$ cat src/rtl/xmc_pkg.sv
package xmc_pkg;
  typedef enum logic [1:0] {
    M_FAILSAFE = 2'd0,
    M_NORMAL   = 2'd1,
    M_SLEEP    = 2'd2
  } mode_e;
endpackage

$ cat src/rtl/xmc_sync.sv
module xmc_sync #(
  parameter int unsigned STAGES = 2
) (
  input  logic clk_i,
  input  logic rst_ni,
  input  logic d_i,
  output logic q_o
);
  logic [STAGES-1:0] ff_q;

  always_ff @(posedge clk_i or negedge rst_ni) begin
    if (!rst_ni) ff_q <= '0;
    else         ff_q <= {ff_q[STAGES-2:0], d_i};
  end

  assign q_o = ff_q[STAGES-1];
endmodule

$ cat src/rtl/xmc_tick.sv
module xmc_tick #(
  parameter int unsigned DIV = 16
) (
  input  logic clk_i,
  input  logic rst_ni,
  output logic tick_o
);
  localparam int unsigned W = $clog2(DIV);
  logic [W-1:0] cnt_q;

  always_ff @(posedge clk_i or negedge rst_ni) begin
    if (!rst_ni)                  cnt_q <= '0;
    else if (cnt_q == W'(DIV-1))  cnt_q <= '0;
    else                          cnt_q <= cnt_q + 1'b1;
  end

  assign tick_o = (cnt_q == W'(DIV-1));
endmodule

$ cat src/rtl/xmc_dly.sv
// Counts ticks while run_i holds; done_o once N ticks seen, clears when run_i drops.
module xmc_dly #(
  parameter int unsigned N = 7
) (
  input  logic clk_i,
  input  logic rst_ni,
  input  logic run_i,
  input  logic tick_i,
  output logic done_o
);
  localparam int unsigned W = $clog2(N + 1);
  logic [W-1:0] cnt_q;

  always_ff @(posedge clk_i or negedge rst_ni) begin
    if (!rst_ni)                            cnt_q <= '0;
    else if (!run_i)                        cnt_q <= '0;
    else if (tick_i && cnt_q != W'(N))      cnt_q <= cnt_q + 1'b1;
  end

  assign done_o = (cnt_q == W'(N));


  done_after_tick_chk: assert property (@(posedge clk_i) disable iff (!rst_ni)
    $rose(done_o) |-> $past(tick_i) && $past(run_i));
endmodule

$ cat src/rtl/xcvr_mode_ctrl.sv
module xcvr_mode_ctrl
  import xmc_pkg::*;
#(
  parameter int unsigned TICK_DIV    = 16,
  parameter int unsigned NORM_US     = 7,
  parameter int unsigned SLEEP_US    = 15,
  parameter int unsigned PUP_US      = 200,
  parameter int unsigned SYNC_STAGES = 2
) (
  input  logic       clk_i,
  input  logic       rst_ni,
  input  logic       pwr_up_i,
  input  logic       vs_ok_i,
  input  logic       en_i,
  input  logic       txd_i,
  input  logic       bus_dom_i,
  input  logic       bus_wake_i,
  input  logic       local_wake_i,
  output logic [1:0] mode_o,
  output logic       inh_o,
  output logic       comm_en_o,
  output logic       term_en_o,
  output logic       rxd_o,
  output logic       txd_strong_pd_o
);
  mode_e mode_q, mode_d;
  logic  wake_q, wake_d, local_q, local_d;
  logic  en_s, en_q, tick;
  logic  sleep_arm_q;
  logic  norm_done, sleep_done, pup_done;
  logic  inh_d, rxd_d;

  xmc_sync #(.STAGES(SYNC_STAGES)) u_en_sync (
    .clk_i, .rst_ni, .d_i(en_i), .q_o(en_s)
  );

  xmc_tick #(.DIV(TICK_DIV)) u_tick (.clk_i, .rst_ni, .tick_o(tick));

  xmc_dly #(.N(NORM_US)) u_norm_dly (
    .clk_i, .rst_ni, .tick_i(tick), .done_o(norm_done),
    .run_i(mode_q == M_FAILSAFE && en_s && vs_ok_i && pwr_up_i)
  );

  xmc_dly #(.N(SLEEP_US)) u_sleep_dly (
    .clk_i, .rst_ni, .tick_i(tick), .done_o(sleep_done),
    .run_i(sleep_arm_q)
  );

  xmc_dly #(.N(PUP_US)) u_pup_dly (
    .clk_i, .rst_ni, .tick_i(tick), .done_o(pup_done),
    .run_i(pwr_up_i && vs_ok_i)
  );

  always_ff @(posedge clk_i or negedge rst_ni) begin
    if (!rst_ni) en_q <= 1'b0;
    else         en_q <= en_s;
  end

  // Sleep is armed only by an enable falling edge seen with transmit data high.
  always_ff @(posedge clk_i or negedge rst_ni) begin
    if (!rst_ni)                               sleep_arm_q <= 1'b0;
    else if (mode_q != M_NORMAL || en_s)       sleep_arm_q <= 1'b0;
    else if (en_q && !en_s && txd_i)           sleep_arm_q <= 1'b1;
  end

  always_comb begin
    mode_d  = mode_q;
    wake_d  = wake_q;
    local_d = local_q;
    if (!pwr_up_i) begin
      mode_d  = M_FAILSAFE;
      wake_d  = 1'b0;
      local_d = 1'b0;
    end else begin
      unique case (mode_q)
        M_FAILSAFE: begin
          if (en_s) begin
            wake_d  = 1'b0;
            local_d = 1'b0;
          end
          if (norm_done) mode_d = M_NORMAL;
        end
        M_NORMAL: begin
          if (!vs_ok_i)        mode_d = M_FAILSAFE;
          else if (sleep_done) mode_d = M_SLEEP;
        end
        M_SLEEP: begin
          if (local_wake_i || bus_wake_i) begin
            mode_d  = M_FAILSAFE;
            wake_d  = 1'b1;
            local_d = local_wake_i;
          end
        end
        default: mode_d = M_FAILSAFE;
      endcase
    end
  end

  always_comb begin
    inh_d = (mode_d != M_SLEEP) && pup_done && vs_ok_i && pwr_up_i;
    unique case (mode_d)
      M_NORMAL:   rxd_d = !bus_dom_i;
      M_FAILSAFE: rxd_d = !wake_d;
      default:    rxd_d = 1'b1;
    endcase
  end

  always_ff @(posedge clk_i or negedge rst_ni) begin
    if (!rst_ni) begin
      mode_q          <= M_FAILSAFE;
      wake_q          <= 1'b0;
      local_q         <= 1'b0;
      inh_o           <= 1'b0;
      comm_en_o       <= 1'b0;
      term_en_o       <= 1'b1;
      rxd_o           <= 1'b1;
      txd_strong_pd_o <= 1'b0;
    end else begin
      mode_q          <= mode_d;
      wake_q          <= wake_d;
      local_q         <= local_d;
      inh_o           <= inh_d;
      comm_en_o       <= (mode_d == M_NORMAL);
      term_en_o       <= (mode_d != M_SLEEP);
      rxd_o           <= rxd_d;
      txd_strong_pd_o <= (mode_d == M_FAILSAFE) && wake_d && local_d;
    end
  end

  assign mode_o = mode_q;


  sleep_outputs_chk: assert property (@(posedge clk_i) disable iff (!rst_ni)
    (mode_q == M_SLEEP) |-> (!inh_o && !comm_en_o && !term_en_o && rxd_o));


  sleep_from_normal_chk: assert property (@(posedge clk_i) disable iff (!rst_ni)
    (mode_q == M_SLEEP && $past(mode_q) != M_SLEEP) |-> ($past(mode_q) == M_NORMAL));


  uv_exit_chk: assert property (@(posedge clk_i) disable iff (!rst_ni)
    (mode_q == M_NORMAL && !vs_ok_i) |=> (mode_q == M_FAILSAFE));


  flag_clear_chk: assert property (@(posedge clk_i) disable iff (!rst_ni)
    (mode_q == M_FAILSAFE && en_s && pwr_up_i)
      |=> (mode_q != M_FAILSAFE || (rxd_o && !txd_strong_pd_o)));


  strong_pd_flag_chk: assert property (@(posedge clk_i) disable iff (!rst_ni)
    txd_strong_pd_o |-> (!rxd_o && mode_q == M_FAILSAFE));


  comm_term_chk: assert property (@(posedge clk_i) disable iff (!rst_ni)
    comm_en_o |-> term_en_o);
endmodule

$ cat config.mk
export PLATFORM = sky130hd
export DESIGN_NAME = xcvr_mode_ctrl
export DESIGN_NICKNAME = d
export VERILOG_FILES = /design/src/rtl/xmc_pkg.sv /design/src/rtl/xmc_sync.sv /design/src/rtl/xmc_tick.sv /design/src/rtl/xmc_dly.sv /design/src/rtl/xcvr_mode_ctrl.sv
export SDC_FILE = /design/constraint.sdc
export NUM_CORES = 1
export LEC_CHECK = 0
export ABC_AREA = 1
export ABC_CLOCK_PERIOD_IN_PS = 3300
export BUFFER_PORTS_ARGS = -buffer_cell sky130_fd_sc_hd__clkbuf_2
export CELL_PAD_IN_SITES_DETAIL_PLACEMENT = 0
export CELL_PAD_IN_SITES_GLOBAL_PLACEMENT = 1
export CORE_MARGIN = 2
export CORE_UTILIZATION = 44
export DETAILED_ROUTE_END_ITERATION = 7
export GPL_TIMING_DRIVEN = 1
export PLACE_DENSITY = 0.79
export SLEW_MARGIN = 15
export SYNTH_ARGS = -nofsm -noshare
export SYNTH_HDL_FRONTEND = slang
export SYNTH_SLANG_ARGS = --single-unit
export TNS_END_PERCENT = 5
$ cat constraint.sdc
create_clock -name clk_i -period 3.3 [get_ports clk_i]
set_input_delay 0.33 -clock clk_i [delete_from_list [all_inputs] [get_ports clk_i]]
set_output_delay 0.33 -clock clk_i [all_outputs]
set_load 0.005 [all_outputs]
======== Word level (Yosys, flattened, before mapping) ========
Cells that the tools add are included.
storage, ports and cells
  flip-flop bits (word level) ............. 32
  bits in writable memories ............... 0
  memories ................................ 0
  bits in latches ......................... 0
  memory bits (read-only) ................. 0
  output and inout port bits .............. 7
  input port bits ......................... 9
  logic and storage cells ................. 80
cells by class
  eq/ne operators ......................... 15
  add/subtract/negate cells ............... 4
  reductions and logical operators ........ 22
  divide/modulo/power cells ............... 0
  $mul .................................... 0
  $lt $le $gt $ge ......................... 0
  shift operators ......................... 0
  bitwise operators ....................... 0
  multiplexer cells ....................... 24
operators with widths
  cell                                                  count
  2-to-1 mux 8 bit                                      2
  logical AND 1 bit                                     14
  2-to-1 mux 4 bit                                      3
  2-to-1 mux 2 bit                                      5
  adder 4 x 1 -> 4 bit (second input constant)          2
  adder 8 x 1 -> 8 bit (second input constant)          1
  equality test 4 bit (second input constant)           2
  equality test 8 bit (second input constant)           1
  2-to-1 mux 1 bit                                      8
  != test 8 bit (second input constant)                 1
  2-to-1 mux 3 bit                                      2
  != test 2 bit (second input constant)                 3
  one-hot mux 1 bit (2 select lines)                    3
  one-hot mux 2 bit (3 select lines)                    1
  equality test 2 x 1 -> 1 bit (second input constant)  2
  zero test 2 bit                                       2
  != test 2 x 1 -> 1 bit (second input constant)        2
  != test 4 bit (second input constant)                 1
  adder 3 x 1 -> 3 bit (second input constant)          1
  equality test 3 bit (second input constant)           1
  zero test 1 bit                                       3
  != test 3 bit (second input constant)                 1
  equality test 2 bit (second input constant)           1
  logical OR 1 bit                                      2
  nonzero test 2 bit                                    1

======== Depth between registers and ports, before layout ========
  depth in word-level cells ............... 9
  mapped depth ............................ 9
  gate-level depth less buffers ........... 9

======== Modules after synthesis ========
Synthesis repeated with hierarchy kept, for this count alone.
unflattened totals
  cell total of the unflattened synthesis .. 196
  area, all modules ....................... 1,615.3 um^2
modules (own cells, without submodules)
  module                  cells each  area an instance (um^2)  times used
  xmc_dly at u_pup_dly    75          524.3                    1
  xcvr_mode_ctrl          56          488.0                    1
  xmc_dly at u_sleep_dly  29          227.7                    1
  xmc_tick                17          168.9                    1
  xmc_dly at u_norm_dly   17          156.4                    1
  xmc_sync                2           50.0                     1

======== Worst setup path before layout ========
No wires, ideal clock.
  path kind ............................... flip-flop to flip-flop
  start point ............................. register u_norm_dly.cnt_q[0]
  end point ............................... register u_norm_dly.cnt_q[0]
  required time ........................... 3.178 ns
  path slack .............................. 2.030 ns
  setup time .............................. 0.122 ns
  data arrival time ....................... 1.148 ns
  period minus slack after synthesis ...... 1.270 ns
  cell stages (with the launch flop) ...... 7
  path through ............................ dfrtp_1 ha_1 ha_1 nor2_1 nor3_2 nand2_1 o21ai_1
on the way
  cells in the longest elaborated chain, start to end .. 3
  elaborated cells on any way between the ends .. 6
  classes of those cells .................. add/sub: 1; eq/ne: 2; mux: 2; reduce/logical: 1
RTL lines
  what                                                   RTL line       text
  start: declaration                                     xmc_dly.sv:12  logic [W-1:0] cnt_q;
  start signal: assignment                               xmc_dly.sv:17  else if (tick_i && cnt_q != W'(N)) cnt_q <= cnt_q + 1'b1;
  adder 3 x 1 -> 3 bit or != test 3 bit (tied branches)  xmc_dly.sv:17
  2-to-1 mux 3 bit or logical AND 1 bit (tied branches)  xmc_dly.sv:17
  2-to-1 mux 3 bit or != test 2 bit (tied branches)      n/a
Several ways; a longest one is shown, not always the timed one. The select of a mux whose other input is x is not followed.
A chain may end at the register's enable or synchronous reset.

======== Worst setup path after layout ========
  start point ............................. register u_tick.cnt_q[0]
  end point ............................... register u_sleep_dly.cnt_q[3]
on the way
  cells in the longest elaborated chain, start to end .. 3
RTL lines
  what                              RTL line        text
  start: declaration                xmc_tick.sv:9   logic [W-1:0] cnt_q;
  start signal: assignment          xmc_tick.sv:14  else cnt_q <= cnt_q + 1'b1;
  equality test 4 bit               xmc_tick.sv:17  assign tick_o = (cnt_q == W'(DIV-1));
  logical AND 1 bit                 xmc_dly.sv:17
  != test 2 x 1 -> 1 bit (no line)  n/a
  end signal: assignment            xmc_dly.sv:17
  end: declaration                  xmc_dly.sv:12
Every way passes these cells.

==> flow_metrics.tcl <==
set metrics [dict create \
    period_minus_slack_ps 1402 \
    syn_area_um2 1546 \
    critPathCaptureType "register" \
    cts_setup_buffers 0 \
    required_ps 3550 \
    insertion_delay_ps 340 \
    synth.net_count 188 \
    syn_inst 173 \
    gp_congestion 0.6973 \
    area_delta_synth_final_pct 11.81 \
    grt_max_degree 33 \
    cts_tree "done" \
    p_per_area_nw_per_um2 368.4 \
    skew_ps 11.15 \
    cts.clk_slew.worst_paths_ps 100 \
    fmax_ghz 0.7135 \
    hold_buffers 0 \
    max_stage_delay_ps 390 \
    nets 210 \
    dp_hpwl_um 2138 \
    grt_usage 0.1704 \
    slowest_stage "dfrtp_1" \
    totalWireLength_um 2907 \
    finalCritPeriodShare 0.4247 \
    fp-row-count 21 \
    post_dp_cell_area_um2 1679 \
    synth_top_family_by_area "simple AND/OR/NAND/NOR gates" \
    crit_chain "ha_1 -> nand3_4 -> inv_2 -> nand2_2 -> o21ai_1 -> nor3b_1" \
    power_leakage_nw 0.9031 \
    postLayoutCoreUtil 0.5141 \
    die-area_um2 4005 \
    vias_per_cell 4.756 \
    antenna_found_initial 0 \
    portBuffers 15 \
    wl_met3_um 166 \
    status "completed" \
    cp_max_fo 5 \
    critPathTopFamily "simple AND/OR/NAND/NOR gates" \
    hold_viol 0 \
    top_layer_used "met4" \
    final_cell_area_um2 1729 \
    maxSlewViolCount 0 \
    synth_edf_count 0 \
    cts_sinks 32 \
    synthMuxAreaShare 0 \
    path_buf_inv 1 \
    finalPower_w 0.0006370 \
    first_global_vias 1151 \
    setup_tns_ps 0 \
    relSlewSlack 0.4723 \
    synthAdderAreaFrac 0.04854 \
    yosysWarnings 0 \
    die_x_um 63.29 \
    ys_ff_latch 32 \
    root_buffer "clkbuf_4" \
    drt_pass1_iterations 4 \
    dr_wl_met2_um 1290 \
    ys_types 28 \
    drcViolationCount 0 \
    cap_viol_max_count 0 \
    first_iter_violations 70 \
    die_h_um 63.29 \
    finalSetupViolations 0 \
    worst-slew-pin-transition_ps 791.5 \
    post_cts_resized 0 \
    synth_area_per_cell_um2 8.939 \
    rsz0062_at_grt "false" \
    antenna_cells 0 \
    synthFlopType "dfrtp_1" \
    layout_setup_ws_ps 1898 \
    vias 1151 \
    pin_count 16 \
    cts_max_level 2 \
    synth_compound_area_frac 0.05097 \
    startpoint_type "register" \
    wl_met1_um 1396 \
    crit_arrival_ps 1650 \
    cts_buffer_depth 2 \
    post-place-ws_ps 1921 \
    cts-buffers-inserted 5 \
    core-area_um2 3363 \
    drtAntennaViolNets 0 \
    yosys.area_share.simple 0.2945 \
    globalRouteOverflowTotal 0 \
    ir_drop_mv 0.1592 \
    worstSetupPathType "register to register" \
    grt_pass1_wl_um 5257 \
    synth-xor-area-share 0.02832 \
    min_path_type "primary input to async pin" \
    drive_gt1_frac 0.2092 \
    async_flop_share 1.000 \
    start_util 0.4598 \
    yosysSeqAreaShare 0.5194 \
    post_drt_wl_per_cell_um 12.01 \
]
[layer usage]
| metal | global-route usage | vias to the layer above |
|---|---|---|
| li1 | - | 595 |
| met1 | 0.2263 | 524 |
| met2 | 0.2620 | 27 |
| met3 | 0.04107 | 5 |
| met4 | 0.08152 | 0 |
| met5 | 0 | - |
[through the flow]
stage | cells | hold slack, ps
3_5_place_dp | 234 | 338.7
3_3_place_gp | 234 | 334.9
5_1_grt | 242 | 81.90
4_1_cts | 242 | 77.92
6_report | 242 | 54.12
2_1_floorplan | 173 | 34.41
[cell families (layout without fill, tap and decap cells)]
group / count (synthesis) / after routing
DFF: 32 / 32
buffers and inverters: 24 / 47
xor gates and xnor gates: 5 / 5
adders and majority gates: 6 / 6
and+or+nand+nor: 93 / 93
AOI/OAI and AO/OA: 13 / 13
[cell usage after synthesis (2+ instances only)]
cell | number | area, µm²
dfrtp_1 | 30 | 750.7
ha_1 | 6 | 75.07
or2_2 | 2 | 12.51
nand2_2 | 3 | 18.77
inv_2 | 4 | 15.01
nand2_1 | 41 | 153.9
o21ai_1 | 7 | 35.03
nand4_1 | 4 | 25.02
dfstp_2 | 2 | 52.55
inv_1 | 19 | 71.32
a21oi_1 | 2 | 10.01
nor2_4 | 2 | 22.52
xor2_1 | 5 | 43.79
nor2_1 | 18 | 67.56
nand3_1 | 15 | 75.07
[flip-flops by register name (all words and copies together), names as in the netlist, 2 cells and up]
| signal | flops |
|---|---|
| u_en_sync.ff_q | 2 |
| u_tick.cnt_q | 4 |
| u_sleep_dly.cnt_q | 4 |
| mode_o | 2 |
| u_norm_dly.cnt_q | 3 |
| u_pup_dly.cnt_q | 8 |
[area by class of cell]
class                   count  area, µm²
clock buffers               7      45.04
clock inverters             1      5.005
fillers                   349       1634
inverters                  24      90.09
multi-input cells         117      653.1
flip-flops and latches     32      803.3
well taps                  46      57.56
repair buffers             15      75.07
[worst paths after layout]
path	start	endpoint	slack, ps	cells past startpoint
min	rst_ni	u_sleep_dly.cnt_q[3]$_DFFE_PN0P_	50	1
min reg2reg	u_en_sync.ff_q[0]$_DFF_PN0_	u_en_sync.ff_q[1]$_DFF_PN0_	360	0
max in group asynchronous	rst_ni	u_pup_dly.cnt_q[7]$_DFFE_PN0P_	2740	1
max	u_tick.cnt_q[0]$_DFF_PN0_	u_sleep_dly.cnt_q[3]$_DFFE_PN0P_	1900	6
min in group clk_i	en_i	u_en_sync.ff_q[0]$_DFF_PN0_	90	1
max reg2reg	u_tick.cnt_q[0]$_DFF_PN0_	u_sleep_dly.cnt_q[3]$_DFFE_PN0P_	1900	6
[cell usage in the layout, fill, tap and decap left out, types with 3 or more instances in the layout]
| master | count |
|---|---|
| clkbuf_2 | 15 |
| clkbuf_4 | 5 |
| dfrtp_1 | 30 |
| ha_1 | 6 |
| inv_1 | 19 |
| inv_2 | 4 |
| nand2_1 | 41 |
| nand2_2 | 3 |
| nand3_1 | 15 |
| nand4_1 | 4 |
| nor2_1 | 18 |
| o21ai_1 | 7 |
| xor2_1 | 5 |
[report_power, final]
group	internal [W]	switching [W]	leakage, nW
combinational	0.00000698	0.0000186	0.445
sequential	0.000394	0.00000101	0.429
clock	0.0000829	0.000133	0.0293
total	0.000484	0.000153	0.903
Note: power is estimated with default switching activity, not from simulation.
